### src/rtl/dmac_ctl_pkg.sv
package dmac_ctl_pkg;

  typedef enum logic [1:0] {
    ST_IDLE  = 2'd0,
    ST_ISSUE = 2'd1,
    ST_WAIT  = 2'd2
  } seq_st_t;

  // Number of bus cycles in one run: a whole block, or one cycle.
  function automatic logic [31:0] run_len(input logic blk, input logic [31:0] bsz);
    return blk ? bsz : 32'd1;
  endfunction

  // True when a down-counter holds its final unit.
  function automatic logic is_last(input logic [31:0] v);
    return v == 32'd1;
  endfunction

endpackage

### src/rtl/dmac_req_hold.sv
module dmac_req_hold (
  input  logic clk,
  input  logic rst_n,
  input  logic act,
  input  logic xfer_req,
  input  logic run_start,
  output logic pend
);

  always_ff @(posedge clk or negedge rst_n) begin
    if (!rst_n)    pend <= 1'b0;
    else if (!act) pend <= 1'b0;
    else           pend <= (pend & ~run_start) | xfer_req;
  end

endmodule

### src/rtl/dmac_seq.sv
module dmac_seq
  import dmac_ctl_pkg::*;
#(
  parameter int BS_W = 8,
  parameter int TC_W = 16
) (
  input  logic            clk,
  input  logic            rst_n,
  input  logic            blk_mode,
  input  logic            sw_wr_bsz,
  input  logic [BS_W-1:0] sw_bsz_val,
  input  logic            sw_wr_tc,
  input  logic [TC_W-1:0] sw_tc_val,
  input  logic            may_start,
  input  logic            req_pend,
  input  logic            bus_done,
  input  logic            halt_now,
  output logic            bus_start,
  output logic            run_start,
  output logic            at_bound,
  output logic            run_bound,
  output logic            blk_open,
  output logic            tc_last_done,
  output logic            cyc_wait,
  output logic [TC_W-1:0] xfer_left
);

  seq_st_t         st;
  logic [BS_W-1:0] bsz_q;
  logic [BS_W-1:0] blk_rem;
  logic [TC_W-1:0] tc_rem;
  logic            done_now;
  logic            blk_last;
  logic            tc_last;
  logic            go_idle;

  assign cyc_wait     = (st == ST_WAIT);
  assign done_now     = cyc_wait & bus_done;
  assign blk_last     = is_last(32'(blk_rem));
  assign tc_last      = is_last(32'(tc_rem));
  assign at_bound     = (st == ST_IDLE) | done_now;
  assign run_bound    = (st == ST_IDLE) | (done_now & blk_last);
  assign blk_open     = blk_mode & done_now & ~blk_last & ~tc_last;
  assign tc_last_done = done_now & tc_last;
  assign run_start    = (st == ST_IDLE) & may_start & req_pend;
  assign bus_start    = (st == ST_ISSUE);
  assign go_idle      = tc_last | halt_now | blk_last;
  assign xfer_left    = tc_rem;

  always_ff @(posedge clk or negedge rst_n) begin
    if (!rst_n) bsz_q <= '0;
    else if (sw_wr_bsz) bsz_q <= sw_bsz_val;
  end

  always_ff @(posedge clk or negedge rst_n) begin
    if (!rst_n) begin
      st      <= ST_IDLE;
      blk_rem <= '0;
    end else begin
      unique case (st)
        ST_IDLE: if (run_start) begin
          blk_rem <= BS_W'(run_len(blk_mode, 32'(bsz_q)));
          st      <= ST_ISSUE;
        end
        ST_ISSUE: st <= ST_WAIT;
        ST_WAIT: if (bus_done) begin
          blk_rem <= blk_rem - 1'b1;
          st      <= go_idle ? ST_IDLE : ST_ISSUE;
        end
        default: st <= ST_IDLE;
      endcase
    end
  end

  always_ff @(posedge clk or negedge rst_n) begin
    if (!rst_n)        tc_rem <= '0;
    else if (sw_wr_tc) tc_rem <= sw_tc_val;
    else if (done_now) tc_rem <= tc_rem - 1'b1;
  end

endmodule

### src/rtl/dmac_flags.sv
module dmac_flags (
  input  logic clk,
  input  logic rst_n,
  input  logic sw_wr_act,
  input  logic sw_act_val,
  input  logic sw_wr_ie,
  input  logic sw_ie_val,
  input  logic sw_wr_err,
  input  logic sw_err_val,
  input  logic nmi,
  input  logic standby,
  input  logic at_bound,
  input  logic run_bound,
  input  logic blk_open,
  input  logic tc_last_done,
  output logic act_q,
  output logic ie_q,
  output logic err_q,
  output logic irq_q,
  output logic may_start,
  output logic halt_now
);

  logic stop_q, halt_q, halt_nmi_q;
  logic wr_on, wr_off;
  logic halt_req, halt_is_nmi, stop_req;
  logic stop_now, tc_end, act_clr, err_set;

  assign wr_on       = sw_wr_act & sw_act_val;
  assign wr_off      = sw_wr_act & ~sw_act_val;
  assign halt_req    = halt_q | nmi | standby;
  assign halt_is_nmi = halt_nmi_q | nmi;
  assign stop_req    = stop_q | wr_off;
  assign halt_now    = act_q & halt_req & at_bound;
  assign stop_now    = act_q & stop_req & run_bound & ~halt_now;
  assign tc_end      = act_q & tc_last_done;
  assign act_clr     = halt_now | stop_now | tc_end;
  assign err_set     = halt_now & halt_is_nmi & blk_open;
  assign may_start   = act_q & ~halt_req & ~stop_req;

  always_ff @(posedge clk or negedge rst_n) begin
    if (!rst_n) begin
      act_q <= 1'b0;
      stop_q <= 1'b0;
    end else begin
      if (act_clr)    act_q <= 1'b0;
      else if (wr_on) act_q <= 1'b1;
      if (act_clr || wr_on)   stop_q <= 1'b0;
      else if (wr_off && act_q) stop_q <= 1'b1;
    end
  end

  always_ff @(posedge clk or negedge rst_n) begin
    if (!rst_n) begin
      halt_q     <= 1'b0;
      halt_nmi_q <= 1'b0;
    end else if (act_clr || !act_q) begin
      halt_q     <= 1'b0;
      halt_nmi_q <= 1'b0;
    end else begin
      if (nmi || standby) halt_q <= 1'b1;
      if (nmi)            halt_nmi_q <= 1'b1;
    end
  end

  always_ff @(posedge clk or negedge rst_n) begin
    if (!rst_n) begin
      ie_q  <= 1'b0;
      err_q <= 1'b0;
      irq_q <= 1'b0;
    end else begin
      if (sw_wr_ie) ie_q <= sw_ie_val;
      if (err_set)                      err_q <= 1'b1;
      else if (sw_wr_err && !sw_err_val) err_q <= 1'b0;
      if (tc_end)     irq_q <= 1'b1;
      else if (wr_on) irq_q <= 1'b0;
    end
  end

endmodule

### src/rtl/dmac_chan_ctrl.sv
module dmac_chan_ctrl #(
  parameter int BS_W = 8,
  parameter int TC_W = 16
) (
  input  logic            clk,
  input  logic            rst_n,
  input  logic            blk_mode,
  input  logic            sw_wr_act,
  input  logic            sw_act_val,
  input  logic            sw_wr_ie,
  input  logic            sw_ie_val,
  input  logic            sw_wr_err,
  input  logic            sw_err_val,
  input  logic            sw_wr_bsz,
  input  logic [BS_W-1:0] sw_bsz_val,
  input  logic            sw_wr_tc,
  input  logic [TC_W-1:0] sw_tc_val,
  input  logic            xfer_req,
  output logic            bus_start,
  input  logic            bus_done,
  input  logic            nmi,
  input  logic            standby,
  output logic            act_rd,
  output logic            ie_rd,
  output logic            err_rd,
  output logic            irq_flag_rd,
  output logic            irq_out,
  output logic [TC_W-1:0] xfer_left
);

  logic req_pend, run_start, may_start, halt_now;
  logic at_bound, run_bound, blk_open, tc_last_done, cyc_wait;

  dmac_req_hold u_req (
    .clk(clk), .rst_n(rst_n), .act(act_rd), .xfer_req(xfer_req),
    .run_start(run_start), .pend(req_pend)
  );

  dmac_seq #(.BS_W(BS_W), .TC_W(TC_W)) u_seq (
    .clk(clk), .rst_n(rst_n), .blk_mode(blk_mode),
    .sw_wr_bsz(sw_wr_bsz), .sw_bsz_val(sw_bsz_val),
    .sw_wr_tc(sw_wr_tc), .sw_tc_val(sw_tc_val),
    .may_start(may_start), .req_pend(req_pend), .bus_done(bus_done),
    .halt_now(halt_now), .bus_start(bus_start), .run_start(run_start),
    .at_bound(at_bound), .run_bound(run_bound), .blk_open(blk_open),
    .tc_last_done(tc_last_done), .cyc_wait(cyc_wait), .xfer_left(xfer_left)
  );

  dmac_flags u_flags (
    .clk(clk), .rst_n(rst_n),
    .sw_wr_act(sw_wr_act), .sw_act_val(sw_act_val),
    .sw_wr_ie(sw_wr_ie), .sw_ie_val(sw_ie_val),
    .sw_wr_err(sw_wr_err), .sw_err_val(sw_err_val),
    .nmi(nmi), .standby(standby),
    .at_bound(at_bound), .run_bound(run_bound), .blk_open(blk_open),
    .tc_last_done(tc_last_done),
    .act_q(act_rd), .ie_q(ie_rd), .err_q(err_rd), .irq_q(irq_flag_rd),
    .may_start(may_start), .halt_now(halt_now)
  );

  assign irq_out = irq_flag_rd & ie_rd;

endmodule

### config.mk
export PLATFORM = sky130hd
export DESIGN_NAME = dmac_chan_ctrl
export DESIGN_NICKNAME = d
export VERILOG_FILES = /design/src/rtl/dmac_ctl_pkg.sv /design/src/rtl/dmac_req_hold.sv /design/src/rtl/dmac_seq.sv /design/src/rtl/dmac_flags.sv /design/src/rtl/dmac_chan_ctrl.sv
export SDC_FILE = /design/constraint.sdc
export NUM_CORES = 1
export LEC_CHECK = 0
export ABC_AREA = 1
export BUFFER_PORTS_ARGS = -buffer_cell sky130_fd_sc_hd__buf_4
export CORE_MARGIN = 2
export CORE_UTILIZATION = 58
export DETAILED_ROUTE_END_ITERATION = 16
export GPL_TIMING_DRIVEN = 0
export PLACE_DENSITY = 0.93
export SETUP_SLACK_MARGIN = 0.4
export SYNTH_ARGS = -nofsm -noshare
export SYNTH_HDL_FRONTEND = slang
export SYNTH_SLANG_ARGS = --single-unit
### constraint.sdc
create_clock -name clk -period 2.65 [get_ports clk]
set_input_delay 0.53 -clock clk [delete_from_list [all_inputs] [get_ports clk]]
set_output_delay 0.53 -clock clk [all_outputs]
set_load 0.03 [all_outputs]
After elaboration in Yosys (flattened, before gate mapping)
Index checks and enable logic that the tools add are counted.
W data, S select, Z words.
- flip-flop bits (word level): 42
- input port bits: 39
- output and inout bits: 22
- logic and storage cells: 101
- add/sub/neg operators: 2
- equal/unequal tests: 6
- muxes and demuxes: 23
- bitwise operators: 40
- reductions and logical operators: 18
- operator list (operator ; number):
    $mux W16 ; 2
    $mux W8 ; 3
    $and A1 B1 Y1 ; 22
    $eq A16 B1 Y1 const B ; 1
    $pmux W8 S2 ; 1
    $reduce_bool A2 Y1 ; 8
    $sub A16 B1 Y16 const B ; 1
    $mux W1 ; 14
    $or A1 B1 Y1 ; 11
    $eq A8 B1 Y1 const B ; 1
    $sub A8 B1 Y8 const B ; 1
    $not A1 Y1 ; 7
    $pmux W2 S3 ; 1
    $mux W2 ; 2
    $ne A2 B2 Y1 const B ; 2
    $logic_or A1 B1 Y1 ; 3
    $reduce_and A3 Y1 ; 1
    $eq A2 B1 Y1 const B ; 1
    $eq A2 B2 Y1 const B ; 1
    $logic_and A1 B1 Y1 ; 2
    $logic_not A1 Y1 ; 2
    $logic_not A2 Y1 ; 1
    $reduce_and A2 Y1 ; 1

Logic depth before layout (Yosys ltp)
Gate-level depths: netlist (run 1).
- depth in word-level cells: 11
- depth in mapped cells: 9
- depth with buffers taken out: 9

Hierarchy
A second synthesis (run 1) with hierarchy kept.
- cell total of the unflattened synthesis: 352
- area total of the unflattened synthesis: 2537.4 sq um
- modules (own cells, without submodules) (module ; times used ; cells each ; area each (sq um) ; seq. area each (sq um)):
    dmac_seq ; 1 ; 304 ; 2140.8 ; 850.8
    dmac_flags ; 1 ; 40 ; 340.3 ; 175.2
    dmac_req_hold ; 1 ; 6 ; 48.8 ; 25.0
    dmac_chan_ctrl ; 1 ; 2 ; 7.5 ; 0.0

Worst setup path after synthesis (run 1)
Ideal clock, no wire load.
- path type: register to register
- start: register u_seq.tc_rem[0] (netlist: u_seq.xfer_left[0])
- end: register u_seq.tc_rem[10] (netlist: u_seq.xfer_left[10])
- setup time: 0.127 ns
- arrival: 1.330 ns
- data required time: 2.523 ns
- setup slack: 1.193 ns
- stages on the path, launching flop included: 10
- path buffers: 0
- period minus slack after synthesis: 1.457 ns
- cell sequence: dfrtp_1 inv_1 ha_1 nand2_1 nor2_2 nand2_1 nand2_1 nand3_1 nand2_1 o21ai_0
- longest elaborated chain between the ends: 3
- RTL lines (element ; line ; source):
    start, declared ; dmac_seq.sv:31 ; logic [TC_W-1:0] tc_rem;
    start signal, assigned ; dmac_seq.sv:77 ; else if (sw_wr_tc) tc_rem <= sw_tc_val;
    start signal, assigned ; dmac_seq.sv:78 ; else if (done_now) tc_rem <= tc_rem - 1'b1;
    $sub A16 B1 Y16 ; dmac_seq.sv:78 ;
    $mux W16 ; dmac_seq.sv:78 ;
    $mux W16 ; dmac_seq.sv:77 ;
No other way between the ends. The select of a mux whose other input is x is not followed.
A chain may end at the register's enable or synchronous reset.

Final worst setup path (run 1)
- start: register u_seq.st[0]
- end: output bus_start
- longest elaborated chain between the ends: 1
- RTL lines (element ; line ; source):
    start, declared ; dmac_seq.sv:28 ; seq_st_t st;
    start signal, assigned ; dmac_seq.sv:68 ; st <= go_idle ? ST_IDLE : ST_ISSUE;
    $eq A2 B1 Y1 ; dmac_seq.sv:46 ; assign bus_start = (st == ST_ISSUE);
    end, declared ; dmac_chan_ctrl.sv:19 ; output logic bus_start,
No other way between the ends.

==> impl_metrics.tcl, run 1 <==
set metrics [dict create \
    cts_root_buffer "clkbuf_8" \
    maxCapViolCount 0 \
    cts_buffer_depth 2 \
    antenna_found_initial 0 \
    grt_pass1_vias 2475 \
    crit_arrival_ps 1070 \
    synth_nets 418 \
    finalCriticalPeriod_ps 1600 \
    drtAntennaViolNets 0 \
    drtPass1Iterations 4 \
    grtUsageTotal_pct 27.4 \
    clk_latency_ps 300 \
    die-area_sq_um 5030 \
    drtIter0Drc 134 \
    start_util_pct 60.0 \
    num_io_pins 61 \
    overflow 0 \
    yosys_register_bits 42 \
    num-nets-final 484 \
    synth_top_cell_by_area "dfrtp_1" \
    p_seq_share_pct 34.6 \
    grt_max_degree 43 \
    layout_setup_ws_ps 1050 \
    grt_pass1_wl_mm 11.0 \
    yosysSeqAreaShare_pct 40.5 \
    fin_tns_setup_ps 0 \
    pre_cts_ws_ps 984 \
    power_switching_mw 1.19 \
    dpl.hpwl_mm 4.82 \
    rows 24 \
    clkPwrFrac_pct 21.8 \
    synth_top_family_by_area "simple AND/OR/NAND/NOR gates" \
    syn_inst 375 \
    synthFlopType "dfrtp_1" \
    synthMuxAreaShare_pct 1.73 \
    synth_compound_area_share_pct 8.72 \
    rsz0062_at_grt "no" \
    avgSynthCellArea_sq_um 6.92 \
    synthXorXnorAreaFrac_pct 0 \
    fin_skew_ps 5.80 \
    outcome "complete, no violations" \
    drcViolationCount 0 \
    async_flop_share_pct 100 \
    swShare_pct 42.3 \
    clock_sinks 42 \
    p_leak_nw 1.73 \
    tightest_slew_ps 547 \
    placedInstanceArea_sq_um 3100 \
    yosysWarnings 0 \
    clkTransAtPathRegs_ps 90 \
    wire_per_inst_microns 13.2 \
    cts_made_buffers 5 \
    hp-class "input port to async pin" \
    power_density_nw_per_um2 871 \
    via_count 2650 \
    cts_tree "yes" \
    n_antenna_cell 0 \
    synth-edff-count 0 \
    gp_congestion 0.912 \
    core_sq_um 4320 \
    synthTopCellsByArea "dfrtp_1, nand2_1, nor2_1" \
    report.final.slew_viol_count 0 \
    combPwrFrac_pct 43.5 \
    io_buffer_count 59 \
    cts_resized 0 \
    post-route-cell-area_sq_um 3240 \
    die_w_microns 70.9 \
    critical_path_class "flop to output pin" \
    required_ps 2120 \
    synthTopCellsByCount "nand2_1, nor2_1, inv_1" \
    slew_headroom_pct 63.5 \
    viasPerCell 5.36 \
    synthAdderAreaFrac_pct 1.93 \
    dieHeight_microns 70.9 \
    syn_to_final_growth_pct 24.9 \
    postCtsHoldBufs 0 \
    yosysTopAreaCellShare_pct 40.5 \
    drive_above_1_share_pct 21.5 \
    intPower_mw 1.63 \
    ys_types 29 \
    peakVddDrop_mv 0.540 \
    fmax_ghz 0.625 \
    critPathMaxFanout 4 \
    synthesis.area_sq_um 2600 \
    synth-simple-area-share_pct 38.2 \
    htree_levels 2 \
    synth_most_common_cell "nand2_1" \
    r2r_cells 8 \
    finalHoldViolations 0 \
    finalCritPeriodShare_pct 60.4 \
    start_kind "flop" \
    end_kind "output pin" \
    cts_setup_buffers 0 \
    setup_viol 0 \
    wl_mm 6.51 \
]
==> cell usage in the layout, fill, tap and decap left out, types with 2 or more instances in the layout <==
master / instances
nor3_1: 2
a21oi_1: 8
nand3b_1: 5
buf_4: 61
nand2_4: 3
buf_2: 2
clkbuf_1: 2
inv_2: 3
o211ai_1: 2
inv_1: 43
clkbuf_8: 5
o21ai_0: 20
nand2_1: 128
nor2_2: 7
o21ai_2: 2
mux2_2: 4
nand3_1: 23
nor2_1: 55
nand4_1: 6
bufinv_16: 2
ha_1: 4
o22ai_1: 4
dfrtp_1: 42
==> cells by family after synthesis <==
group                    after synthesis
multiplexers                           4
AND/OR/NAND/NOR                      232
adder cells (fa/ha/maj)                4
flip-flops                            42
buffers and inverters                 54
AO/OA/AOI/OAI                         39
==> final cells by class <==
class / instances / area [sq um]
fillers: 345 / 1080
plain buffers: 8 / 58.8
multi-input cells: 279 / 1310
well taps: 52 / 65.1
flip-flops and latches: 42 / 1050
clock inverters: 3 / 68.8
clock buffers: 5 / 68.8
inverters: 46 / 173
repair buffers: 59 / 443
==> layer usage <==
layer	up-vias	wire [microns]	part of all wire, %	track usage [%]
li1	1315	-	-	-
met1	1229	2700	41	35.3
met2	93	3280	50	46.7
met3	13	420	6.5	4.84
met4	0	107	1.6	9.43
met5	-	0	0	0
==> power groups by stage <==
stage	clock, mW	sequential, mW	combinational (mW)
2_1_floorplan	0	1.08	0.740
3_3_place_gp	0	0.974	1.18
3_5_place_dp	0	0.985	1.22
4_1_cts	0.624	0.975	1.23
5_1_grt	0.646	1.00	1.38
6_report	0.616	0.978	1.23
==> state kept, by name (all words and copies together) (netlist names) <==
register            cells
u_seq.st                2
u_flags.err_q           1
u_flags.halt_nmi_q      1
u_req.pend              1
u_seq.xfer_left        16
u_flags.halt_q          1
u_flags.irq_q           1
u_flags.act_q           1
u_flags.stop_q          1
u_flags.ie_q            1
u_seq.bsz_q             8
u_seq.blk_rem           8
==> stage by stage <==
step | std cells | total power [mW] | hold WS, ps | util, %
finish | 494 | 2.82 | 211 | 75.0
global route | 494 | 3.03 | 246 | 75.0
CTS | 494 | 2.83 | 226 | 75.0
detailed placement | 486 | 2.20 | 459 | 71.8
global placement | 486 | 2.16 | 455 | 71.8
floorplan | 375 | 1.82 | 234 | -
==> critical path: stages, from the launching register on <==
cell and delay [ps]:
dfrtp_1 450, inv_1 70, nor2_1 90, buf_4 160
==> final timing paths <==
| path | start | slack, ps | end |
|---|---|---|---|
| setup / recovery | u_seq.st[0]$_DFFE_PN0P_ | 1050 | bus_start |
| hold / removal | rst_n | 210 | u_seq.bsz_q[7]$_DFFE_PN0P_ |
| setup reg to reg | u_seq.xfer_left[5]$_DFFE_PN0P_ | 1120 | u_seq.xfer_left[9]$_DFFE_PN0P_ |
| hold reg to reg | u_seq.blk_rem[4]$_DFFE_PN0P_ | 480 | u_seq.blk_rem[4]$_DFFE_PN0P_ |
| max in group asynchronous | rst_n | 2060 | u_req.pend$_DFF_PN0_ |
| min in group clk | sw_bsz_val[1] | 450 | u_seq.bsz_q[1]$_DFFE_PN0P_ |
Power figures use the tool's default switching activity.
==> run 2: changes to the inputs <==
--- a/config.mk
+++ b/config.mk
@@ -5,13 +5,13 @@
 export SDC_FILE = /design/constraint.sdc
 export NUM_CORES = 1
 export LEC_CHECK = 0
-export ABC_AREA = 1
+export ABC_AREA = 0
 export BUFFER_PORTS_ARGS = -buffer_cell sky130_fd_sc_hd__buf_4
 export CORE_MARGIN = 2
-export CORE_UTILIZATION = 58
+export CORE_UTILIZATION = 52
 export DETAILED_ROUTE_END_ITERATION = 16
 export GPL_TIMING_DRIVEN = 0
-export PLACE_DENSITY = 0.93
+export PLACE_DENSITY = 0.87
 export SETUP_SLACK_MARGIN = 0.4
 export SYNTH_ARGS = -nofsm -noshare
 export SYNTH_HDL_FRONTEND = slang
==> constraint.sdc (replaced) <==
create_clock -name clk -period 1.7 [get_ports clk]
set_input_delay 0.34 -clock clk [delete_from_list [all_inputs] [get_ports clk]]
set_output_delay 0.34 -clock clk [all_outputs]
set_load 0.03 [all_outputs]
==> run 2 against run 1 <==
Net effect: the run now ends with negative setup slack left; clock-buffer cell count did not move; wire length rose by 30%; sequential power rose by 58%; global-route usage rose by 1.7 points; clock skew rose by 3.3 ps; core utilization rose by 13 points; sequential cell count did not move; synthesized area fell by 14%; synthesized cell count fell by 38%; register-to-register slack got worse by 1500 ps; highest routed layer unchanged.
==> impl_metrics.tcl, run 2 <==
set metrics [dict create \
    n_antenna_cell 0 \
    cts_made_buffers 5 \
    report.final.slew_viol_count 0 \
    antenna_found_initial 0 \
    async_flop_share_pct 100 \
    crit_arrival_ps 2250 \
    clkTransAtPathRegs_ps 90 \
    wl_mm 8.44 \
    final_cell_mix "buf_4, buf_6, dfrtp_1, nand2_1, nor2_1" \
    yosysSeqAreaShare_pct 47.1 \
    finalCriticalPeriod_ps 2110 \
    synth_nets 276 \
    yosys_register_bits 42 \
    yosysTopAreaCellShare_pct 47.1 \
    avgSynthCellArea_sq_um 9.57 \
    grt_max_degree 43 \
    syn_to_final_growth_pct 60.5 \
    drtAntennaViolNets 0 \
    cts_buffer_depth 2 \
    htree_levels 2 \
    layout_setup_ws_ps -411 \
    fin_skew_ps 9.15 \
    place_inst 341 \
    grt_pass1_vias 2310 \
    cts_tree "yes" \
    fmax_ghz 0.474 \
    maxCapViolCount 0 \
    wire_per_inst_microns 21.6 \
    required_ps 1840 \
    overflow 0 \
    dpl.hpwl_mm 3.78 \
    multi_input_area_sq_um 1340 \
    synth_top_cell_by_area "dfrtp_1" \
    num-nets-final 382 \
    synth-edff-count 0 \
    critPathMaxFanout 7 \
    core_sq_um 4060 \
    largest_register_ffs 16 \
    rsz0062_at_grt "yes" \
    finalHoldViolations 0 \
    end_kind "flop" \
    clock_sinks 42 \
    cts_root_buffer "clkbuf_8" \
    violations "negative setup slack" \
    finalCritPeriodShare_pct 124 \
    drtIter0Drc 251 \
    p_leak_nw 1.57 \
    synthTopCellsByArea "dfrtp_1, mux2_2, nand2_1" \
    fillers 180 \
    drtPass1Iterations 7 \
    gp_congestion 0.838 \
    io_buffer_count 58 \
    holdWs_ps 17.6 \
    synthFlopType "dfrtp_1" \
    synth_most_common_cell "dfrtp_1" \
    rows 23 \
    drcViolationCount 0 \
    start_kind "flop" \
    final-seq-area_sq_um 1070 \
    via_count 2582 \
    setup_viol 18 \
    syn_inst 233 \
    tightest_slew_ps 706 \
    synthTopCellsByCount "dfrtp_1, nand2_1, nor2_1" \
    die_w_microns 69.5 \
    critical_path_class "flop to flop" \
    grtUsageTotal_pct 29.1 \
    outcome "finished with violations" \
    fin_cells 390 \
    peakVddDrop_mv 0.771 \
    yosysWarnings 0 \
    hp-class "input port to async pin" \
    layout_commonest_cell "buf_4" \
    viasPerCell 6.62 \
    start_util_pct 55.0 \
    drive_above_1_share_pct 51.5 \
    synthesis.area_sq_um 2230 \
    num_io_pins 61 \
    dieHeight_microns 69.5 \
    power_density_nw_per_um2 1180 \
    slew_headroom_pct 52.6 \
    ys_types 46 \
    die-area_sq_um 4830 \
    grt_pass1_wl_mm 11.4 \
    clk_latency_ps 300 \
]
-- run 2: changes by cell type after synthesis, sizes merged, moves of 6 or more --
cell and delta:
nand2 -112, nor2 -45, inv -37, nand3 -19, a31oi +11, nor4 +8, xor2 +8, a21oi +6
-- run 2: per-stage QoR --
stage	power, mW	setup WS [ps]	cell area [sq um]	setup TNS [ps]	util (%)
2_1_floorplan	2.19	-204	2300	-1390	-
3_3_place_gp	2.53	-488	2790	-4450	68.9
3_5_place_dp	2.59	-539	2790	-5090	68.9
4_1_cts	3.72	-176	3300	-1210	81.4
5_1_grt	4.35	-373	3580	-4120	88.2
6_report	4.22	-411	3580	-3490	88.2
-- run 2: area by class of cell --
type / instances / share of cell area [%]
multi-input combinational: 173 / 37.4
sequential: 42 / 29.8
timing repair buffer: 99 / 24.5
buffer: 9 / 2.52
clock buffer: 5 / 1.92
tap: 50 / 1.75
clock inverter: 3 / 1.12
inverter: 9 / 1.01
-- run 2: cell families after synthesis --
group,synth area share [%]
mux,4.99
buf+inv,3.08
xor+xnor,3.53
flops,47.1
simple gates,21.9
fa+ha+maj,2.24
compound gates,17.2
-- run 2: routing by layer --
| metal | vias up | part of all wire, % | global-route usage (%) | wire length [microns] |
|---|---|---|---|---|
| met5 | - | 0 | 0 | 0 |
| met1 | 1232 | 39 | 37.3 | 3290 |
| li1 | 1063 | - | - | - |
| met3 | 56 | 8.5 | 6.54 | 715 |
| met2 | 231 | 48 | 50.2 | 4030 |
| met4 | 0 | 4.8 | 6.54 | 403 |
-- run 2: repair_timing --
action / CTS / global route
pin swaps: 18 / 20
gates resized for setup: 51 / 42
setup buffers: 24 / 16
setup endpoints to repair: 35 / 43
hold buffers: 0 / 0
cloned: 1 / 0
-- run 2: where the power goes --
part	internal (mW)	leakage, nW	switching [mW]
Clock	0.433	0.0579	0.370
Combinational	0.879	1.02	0.985
Sequential	1.22	0.495	0.328
-- run 2: worst paths after layout --
| check | from | to | slack [ps] | depth (start not counted) |
|---|---|---|---|---|
| min in group clk | bus_done | u_seq.st[1]$_DFFE_PN0P_ | 250 | 2 |
| max reg2reg | u_seq.blk_rem[3]$_DFFE_PN0P_ | u_flags.act_q$_DFFE_PN0P_ | -410 | 4 |
| max in group asynchronous | rst_n | u_seq.xfer_left[7]$_DFFE_PN0P_ | 1280 | 1 |
| max | u_seq.blk_rem[3]$_DFFE_PN0P_ | u_flags.act_q$_DFFE_PN0P_ | -410 | 4 |
| min reg2reg | u_seq.bsz_q[7]$_DFFE_PN0P_ | u_seq.bsz_q[7]$_DFFE_PN0P_ | 520 | 1 |
| min | rst_n | u_flags.err_q$_DFFE_PN0P_ | 20 | 1 |
-- run 2: critical path: stages, from the launching register on --
cell and delay, ps:
dfrtp_1 500, nor4_4 440, a31oi_1 230, a211oi_1 610, nor4_1 180
